`src/rtl/ustep_pkg.sv`:
```
package ustep_pkg;
  localparam int POS_W   = 6;
  localparam int QTR_N   = 1 << (POS_W - 2);
  localparam int LVL_W   = 3;
  localparam int LVL_LSB = 4;

  // Value of each kind is the port address it drives
  typedef enum logic [1:0] {
    WK_CH1  = 2'b00,
    WK_CH2  = 2'b01,
    WK_LVL1 = 2'b10,
    WK_LVL2 = 2'b11
  } wrKind_e;

  typedef struct packed {
    logic    advance;
    logic    advUp;
    logic    load;
    logic    busActive;
    logic    strobeLow;
    wrKind_e kind;
  } seqStrobe_t;
endpackage

```
`src/rtl/ustep_wave_lut.sv`:
```
module ustep_wave_lut
  import ustep_pkg::*;
(
  input  logic [POS_W-1:0] pos,
  output logic [7:0]       ch1Code,
  output logic [7:0]       ch2Code
);
  localparam int NCH = 2;

  function automatic logic [6:0] quarterMag(input logic [POS_W-2:0] k);
    logic [6:0] m;
    case (k)
      5'd0:  m = 7'd0;
      5'd1:  m = 7'd12;
      5'd2:  m = 7'd25;
      5'd3:  m = 7'd37;
      5'd4:  m = 7'd49;
      5'd5:  m = 7'd60;
      5'd6:  m = 7'd71;
      5'd7:  m = 7'd81;
      5'd8:  m = 7'd90;
      5'd9:  m = 7'd98;
      5'd10: m = 7'd106;
      5'd11: m = 7'd112;
      5'd12: m = 7'd117;
      5'd13: m = 7'd122;
      5'd14: m = 7'd125;
      5'd15: m = 7'd126;
      default: m = 7'd127;
    endcase
    return m;
  endfunction

  logic [NCH-1:0][7:0] codes;

  generate
    for (genvar c = 0; c < NCH; c++) begin : g_ch
      logic [POS_W-1:0] idx;
      logic [POS_W-2:0] fold;
      assign idx  = pos + POS_W'(c * QTR_N);
      assign fold = idx[POS_W-2] ? ((POS_W-1)'(QTR_N) - {1'b0, idx[POS_W-3:0]})
                                 : {1'b0, idx[POS_W-3:0]};
      assign codes[c] = {idx[POS_W-1], quarterMag(fold)};
    end
  endgenerate

  assign ch1Code = codes[0];
  assign ch2Code = codes[1];
endmodule

```
`src/rtl/ustep_ctrl.sv`:
```
module ustep_ctrl
  import ustep_pkg::*;
#(
  parameter int WR_LOW = 2,
  parameter int PEND_W = 4
) (
  input  logic       clk,
  input  logic       rstN,
  input  logic       stepIn,
  input  logic       dirUp,
  input  logic       singleMode,
  output seqStrobe_t stb,
  output logic       busy
);
  localparam int CNT_W  = (WR_LOW > 1) ? $clog2(WR_LOW) : 1;
  localparam int SUM_W  = PEND_W + 2;
  localparam logic [CNT_W-1:0] LOW_LAST = CNT_W'(WR_LOW - 1);
  localparam logic signed [SUM_W-1:0] SUM_MAX = SUM_W'((1 << (PEND_W - 1)) - 1);
  localparam logic signed [SUM_W-1:0] SUM_MIN = SUM_W'(-(1 << (PEND_W - 1)));

  typedef enum logic [1:0] {S_IDLE, S_LOW, S_HOLD} seqState_e;

  seqState_e                 state;
  logic [CNT_W-1:0]          lowCnt;
  wrKind_e                   curKind;
  logic                      chainNext;
  logic                      chanTurn;
  logic                      stepPrev;
  logic signed [PEND_W-1:0]  pendNet;
  logic                      sawStep;

  logic                      stepRise;
  logic                      consume;
  logic                      advUp;
  logic signed [SUM_W-1:0]   pendSum;
  logic signed [PEND_W-1:0]  pendNext;

  assign stepRise = stepIn & ~stepPrev;
  assign consume  = (state == S_IDLE) && (pendNet != '0);
  assign advUp    = ~pendNet[PEND_W-1];

  always_comb begin
    pendSum = {{2{pendNet[PEND_W-1]}}, pendNet};
    if (stepRise) pendSum = dirUp ? pendSum + SUM_W'(1) : pendSum - SUM_W'(1);
    if (consume)  pendSum = advUp ? pendSum - SUM_W'(1) : pendSum + SUM_W'(1);
    if (pendSum > SUM_MAX)      pendNext = SUM_MAX[PEND_W-1:0];
    else if (pendSum < SUM_MIN) pendNext = SUM_MIN[PEND_W-1:0];
    else                        pendNext = pendSum[PEND_W-1:0];
  end

  always_ff @(posedge clk or negedge rstN) begin
    if (!rstN) begin
      stepPrev <= 1'b0;
      pendNet  <= '0;
    end else begin
      stepPrev <= stepIn;
      pendNet  <= pendNext;
    end
  end

  always_ff @(posedge clk or negedge rstN) begin
    if (!rstN) begin
      state     <= S_LOW;
      lowCnt    <= '0;
      curKind   <= WK_LVL1;
      chainNext <= 1'b1;
      chanTurn  <= 1'b0;
      sawStep   <= 1'b0;
    end else begin
      case (state)
        S_IDLE: if (consume) begin
          state   <= S_LOW;
          lowCnt  <= '0;
          sawStep <= 1'b1;
          if (singleMode) begin
            curKind   <= chanTurn ? WK_CH2 : WK_CH1;
            chanTurn  <= ~chanTurn;
            chainNext <= 1'b0;
          end else begin
            curKind   <= WK_CH1;
            chainNext <= 1'b1;
          end
        end
        S_LOW: begin
          if (lowCnt == LOW_LAST) state <= S_HOLD;
          else                    lowCnt <= lowCnt + CNT_W'(1);
        end
        S_HOLD: begin
          if (chainNext) begin
            state     <= S_LOW;
            lowCnt    <= '0;
            curKind   <= wrKind_e'({curKind[1], 1'b1});
            chainNext <= 1'b0;
          end else begin
            state <= S_IDLE;
          end
        end
        default: state <= S_IDLE;
      endcase
    end
  end

  always_comb begin
    stb.advance   = consume;
    stb.advUp     = advUp;
    stb.load      = (state == S_LOW) && (lowCnt == '0);
    stb.busActive = (state != S_IDLE);
    stb.strobeLow = (state == S_LOW);
    stb.kind      = curKind;
  end

  assign busy = (state != S_IDLE) || (pendNet != '0);

  // threshold writes never follow the first step write
  a_r1_levels_first: assert property (@(posedge clk) disable iff (!rstN)
    sawStep |-> !(stb.load && curKind[1]));

  // a double-mode winding 1 write is followed directly by the winding 2 write
  a_r5_pair_chain: assert property (@(posedge clk) disable iff (!rstN)
    (state == S_HOLD && curKind == WK_CH1 && chainNext) |=> (stb.load && curKind == WK_CH2));

  // a queued step is served only from idle, and serving starts a write
  a_r7_serve_starts_write: assert property (@(posedge clk) disable iff (!rstN)
    stb.advance |=> (stb.load && !curKind[1]));
endmodule

```
`src/rtl/ustep_datapath.sv`:
```
module ustep_datapath
  import ustep_pkg::*;
#(
  parameter int WR_LOW = 2
) (
  input  logic             clk,
  input  logic             rstN,
  input  seqStrobe_t       stb,
  input  logic [LVL_W-1:0] lvl1,
  input  logic [LVL_W-1:0] lvl2,
  output logic             csN,
  output logic             wrN,
  output logic [1:0]       addr,
  output logic [7:0]       dataOut
);
  localparam int RUN_W = $clog2(WR_LOW + 2);

  logic [POS_W-1:0] posReg;
  logic [7:0]       ch1Code;
  logic [7:0]       ch2Code;
  logic [7:0]       nextData;

  always_ff @(posedge clk or negedge rstN) begin
    if (!rstN)            posReg <= '0;
    else if (stb.advance) posReg <= stb.advUp ? posReg + POS_W'(1) : posReg - POS_W'(1);
  end

  ustep_wave_lut u_lut (
    .pos     (posReg),
    .ch1Code (ch1Code),
    .ch2Code (ch2Code)
  );

  function automatic logic [7:0] lvlByte(input logic [LVL_W-1:0] lv);
    logic [7:0] b;
    b = '0;
    b[LVL_LSB +: LVL_W] = lv;
    return b;
  endfunction

  always_comb begin
    case (stb.kind)
      WK_CH1:  nextData = ch1Code;
      WK_CH2:  nextData = ch2Code;
      WK_LVL1: nextData = lvlByte(lvl1);
      default: nextData = lvlByte(lvl2);
    endcase
  end

  always_ff @(posedge clk or negedge rstN) begin
    if (!rstN) begin
      csN     <= 1'b1;
      wrN     <= 1'b1;
      addr    <= '0;
      dataOut <= '0;
    end else begin
      csN <= ~stb.busActive;
      wrN <= ~stb.strobeLow;
      if (stb.load) begin
        addr    <= stb.kind;
        dataOut <= nextData;
      end
    end
  end

  // Checker state: length of the current low run of the strobe
  logic [RUN_W-1:0] lowRun;
  always_ff @(posedge clk or negedge rstN) begin
    if (!rstN)    lowRun <= '0;
    else if (wrN) lowRun <= '0;
    else          lowRun <= lowRun + RUN_W'(1);
  end

  a_r2_strobe_in_select: assert property (@(posedge clk) disable iff (!rstN)
    !wrN |-> !csN);

  a_r2_bus_stable: assert property (@(posedge clk) disable iff (!rstN)
    !wrN |=> ($stable(dataOut) && $stable(addr) && !csN));

  a_r2_low_length: assert property (@(posedge clk) disable iff (!rstN)
    $rose(wrN) |-> (lowRun == RUN_W'(WR_LOW)));

  a_r3_pos_unit_step: assert property (@(posedge clk) disable iff (!rstN)
    (posReg != $past(posReg)) |->
      ((posReg == POS_W'($past(posReg) + 1'b1)) || (posReg == POS_W'($past(posReg) - 1'b1))));
endmodule

```
`src/rtl/ustep_write_seq.sv`:
```
module ustep_write_seq
  import ustep_pkg::*;
#(
  parameter int WR_LOW = 2,
  parameter int PEND_W = 4
) (
  input  logic       clk,
  input  logic       rstN,
  input  logic       stepIn,
  input  logic       dirUp,
  input  logic       singleMode,
  input  logic [2:0] lvl1,
  input  logic [2:0] lvl2,
  output logic       csN,
  output logic       wrN,
  output logic [1:0] addr,
  output logic [7:0] dataOut,
  output logic       busy
);
  seqStrobe_t stb;

  ustep_ctrl #(.WR_LOW(WR_LOW), .PEND_W(PEND_W)) u_ctrl (
    .clk        (clk),
    .rstN       (rstN),
    .stepIn     (stepIn),
    .dirUp      (dirUp),
    .singleMode (singleMode),
    .stb        (stb),
    .busy       (busy)
  );

  ustep_datapath #(.WR_LOW(WR_LOW)) u_dp (
    .clk     (clk),
    .rstN    (rstN),
    .stb     (stb),
    .lvl1    (lvl1),
    .lvl2    (lvl2),
    .csN     (csN),
    .wrN     (wrN),
    .addr    (addr),
    .dataOut (dataOut)
  );
endmodule

```
`config.mk`:
```
export PLATFORM = sky130hd
export DESIGN_NAME = ustep_write_seq
export DESIGN_NICKNAME = d
export VERILOG_FILES = /design/src/rtl/ustep_pkg.sv /design/src/rtl/ustep_wave_lut.sv /design/src/rtl/ustep_ctrl.sv /design/src/rtl/ustep_datapath.sv /design/src/rtl/ustep_write_seq.sv
export SDC_FILE = /design/constraint.sdc
export NUM_CORES = 1
export LEC_CHECK = 0
export BUFFER_PORTS_ARGS = -buffer_cell sky130_fd_sc_hd__buf_2
export CAP_MARGIN = 10
export CORE_MARGIN = 3
export CORE_UTILIZATION = 35
export CTS_CLUSTER_DIAMETER = 150
export DETAILED_ROUTE_END_ITERATION = 10
export GPL_TIMING_DRIVEN = 0
export PLACE_DENSITY = 0.52
export REMOVE_ABC_BUFFERS = 1
export SYNTH_ARGS = -nofsm -noshare
export SYNTH_HDL_FRONTEND = slang
export SYNTH_SLANG_ARGS = --single-unit
```
`constraint.sdc`:
```
create_clock -name clk -period 3.1 [get_ports clk]
set_input_delay 0.155 -clock clk [delete_from_list [all_inputs] [get_ports clk]]
set_output_delay 0.155 -clock clk [all_outputs]
set_load 0.02 [all_outputs]
```
==> impl_metrics.json <==
{
  "grt_pass1_wl_mm": 10.9,
  "wirelength_mm": 6.53,
  "whs_path_depth": 1,
  "critPathMaxFanout": 6,
  "insertion_delay_ns": 0.29,
  "multi_input_area_um2": 1850,
  "gr-usage-met2_pct": 24.6,
  "grt-busiest-layer": "met2",
  "r2r.worst_path.cells": 9,
  "ys_async_sr_fraction_pct": 100,
  "grt_max_degree": 31,
  "critPathKind": "register to register",
  "die-area_um2": 8930,
  "slowest_stage": "dfrtp_2",
  "synth_edf_count": 0,
  "syn2layout_area_growth_pct": 13.5,
  "ys_seq_elements": 30,
  "fin_nets": 376,
  "layout_setup_ws_ns": 0.156,
  "dr.pass1.iters": 6,
  "wl_per_cell_um": 14.9,
  "critPathMaxStageDelay_ns": 0.47,
  "ioPinCount": 24,
  "hold_viol": 0,
  "synth_cell_types": 58,
  "grt_usage_pct": 15.4,
  "fin_skew_ns": 0.00661,
  "critPathArrivalTime_ns": 3.10,
  "nFillCells": 773,
  "routed_via_density": 5.31,
  "start_kind": "register",
  "die_w_um": 94.5,
  "num_rows": 31,
  "gp_congestion": 0.814,
  "die_y_um": 94.5,
  "coreArea_um2": 7410,
  "antenna_cells": 0,
  "cp.required_ns": 3.25,
  "grt_use_met1_pct": 21.5,
  "max_clock_freq_ghz": 0.340,
  "cts_num_sinks": 30,
  "drv_cap": 0,
  "cts_tree": "yes",
  "numCtsBuffers": 5,
  "worstPathCellList": "fa_2 -> mux2_2 -> ha_1 -> and4bb_1 -> a21o_1 -> a311oi_2 -> nand2_1 -> o221ai_1 -> o211ai_1",
  "hold_class": "primary input to register",
  "port_buffers": 23,
  "hold_ws_ns": 0.0337,
  "grt_pass1_vias": 2182,
  "cts-root-buf": "clkbuf_8",
  "final.min_clock_period_ns": 2.94,
  "dpl.hpwl_mm": 4.66,
  "seq_area_frac_synth_pct": 27.6,
  "pre_cts_ws_ns": -0.487,
  "dpl_cell_area_um2": 2900,
  "clkTransAtPathRegs_ns": 0.07,
  "slew_viol_final": 0,
  "end_kind": "register",
  "setup_tns_ns": 0,
  "syn_area_per_cell_um2": 8.68,
  "worst_slew_pin_slew_ns": 1.16,
  "first_iter_violations": 106,
  "r2r_slack_ns": 0.16,
  "yosysWarnings": 0,
  "synth_area_um2": 2740,
  "ant_nets": 0,
  "syn_inst": 316,
  "cts_buffer_depth": 2,
  "htreeDepth": 2,
  "initial_utilization_pct": 37.0,
  "synthFlopType": "dfrtp_1",
  "setup_viol": 0,
  "overflow": 0,
  "via_count": 2327,
  "antenna_found_initial": 0,
  "fin_crit_sh_pct": 95.0,
  "drive_above_1_share_pct": 19.5,
  "slew_headroom_pct": 21.8,
  "seq_area_um2": 762,
  "grt_use_met3_pct": 3.19,
  "drc": 0,
  "finalInstanceArea_um2": 3110,
  "outcome": "finished, final reports clean"
}
synth_stat cells, drive strengths merged, types with 3 or more instances:
library cell,instances,share of area (%)
xor2,7,2.2
fa,3,2.2
nand3,7,1.3
dfrtp,25,23
buf,11,2.7
clkbuf,4,0.55
nor2b,5,1.1
a21o,6,1.6
o31ai,3,1.5
a31oi,4,0.91
or3,5,1.1
mux2,4,1.8
a22oi,4,1.1
xnor2,12,4.4
inv,17,2.3
nor3b,4,1.3
a211o,3,0.96
a32o,4,1.5
nand2b,11,2.5
nor3,6,1.1
dfstp,5,4.8
o211ai,4,1.3
nor2,25,3.5
mux2i,7,2.6
ha,24,11
o21ai,27,4.9
nand2,28,3.8
o22ai,5,1.4
a21oi,23,4.2
logic make-up (layout without fill, tap and decap cells):
kind of cell    after synthesis  in the layout  synth area share [%]
simple gates                101            101                  18.6
compound gates               96             96                  24.1
buf+inv                      32             55                  5.57
flops                        30             30                  27.6
fa+ha+maj                    27             27                  13.1
xor+xnor                     19             19                  6.62
mux                          11             11                  4.34
repair_timing:
| item | in CTS | in global routing |
|---|---|---|
| pin swaps | 0 | 5 |
| endpoints found under the setup margin | 6 | 5 |
| endpoints found under the hold margin | 25 | 0 |
| gates resized for setup | 2 | 9 |
| buffers inserted | 1 | 4 |
| hold buffers | 1 | 0 |
state kept, by name (all words and copies together) (netlist names):
| name | flops |
|---|---|
| u_dp.addr | 2 |
| u_dp.wrN | 1 |
| u_ctrl.chainNext | 1 |
| u_ctrl.curKind | 2 |
| u_ctrl.pendNet | 4 |
| u_dp.csN | 1 |
| u_ctrl.stepPrev | 1 |
| u_ctrl.lowCnt | 1 |
| u_ctrl.state | 2 |
| u_dp.posReg | 6 |
| u_ctrl.chanTurn | 1 |
| u_dp.dataOut | 8 |
routing by layer:
layer | up-vias | wire length (µm)
li1 | 1180 | -
met1 | 1110 | 3290
met2 | 33 | 3000
met3 | 4 | 184
met4 | 0 | 41
met5 | - | 0
worst max-delay path: cells and delay by family (launching register included):
kind	cells	cell delay [ns]
AND/OR/NAND/NOR	2	0.37
multiplexers	1	0.33
AO/OA/AOI/OAI	4	0.88
adder cells (fa/ha/maj)	2	0.75
flip-flops	1	0.47
stage by stage:
stage / utilization (%) / std cells
final: 42.0 / 438
after global routing: 42.0 / 438
after CTS: 41.3 / 434
after detailed placement: 39.1 / 424
after global placement: 39.0 / 423
after floorplan: - / 301
final timing paths:
path / startpoint / end
max: u_ctrl.pendNet[0]$_DFF_PN0_ / u_ctrl.pendNet[0]$_DFF_PN0_
min: stepIn / u_ctrl.stepPrev$_DFF_PN0_
max reg2reg: u_ctrl.pendNet[0]$_DFF_PN0_ / u_ctrl.pendNet[0]$_DFF_PN0_
min reg2reg: u_dp.addr[1]$_DFFE_PN0P_ / u_dp.addr[1]$_DFFE_PN0P_
max in group asynchronous: rstN / u_dp.posReg[0]$_DFFE_PN0P_
min in group asynchronous: rstN / u_dp.dataOut[1]$_DFFE_PN0P_
cells in the final DEF, fill, tap and decap left out, types with 3 or more instances in the layout:
master	count
o21ai_0	21
dfstp_2	5
clkbuf_8	6
nand3_1	7
buf_4	5
a31oi_1	4
a21o_1	6
nor2b_1	5
nor3b_1	3
mux2_2	3
or3_1	5
xor2_1	7
nand2_1	28
o22ai_1	4
inv_1	16
o21ai_1	6
nor3_1	6
nand2b_1	11
a22oi_1	4
a211o_1	3
o211ai_1	3
buf_2	24
a32o_1	4
mux2i_1	6
ha_1	23
xnor2_1	10
nor2_1	24
dfrtp_1	23
a21oi_1	21
layout make-up:
cell class,count,area share (%)
clock inverter,2,1.93
sequential,30,24.5
multi-input combinational,254,59.4
tap,99,3.98
inverter,17,2.17
timing repair buffer,30,5.39
clock buffer,6,2.65
Power is left out: the tool's default activity adds up to more than one toggle a clock period on the data nets, which glitch-free logic cannot reach.
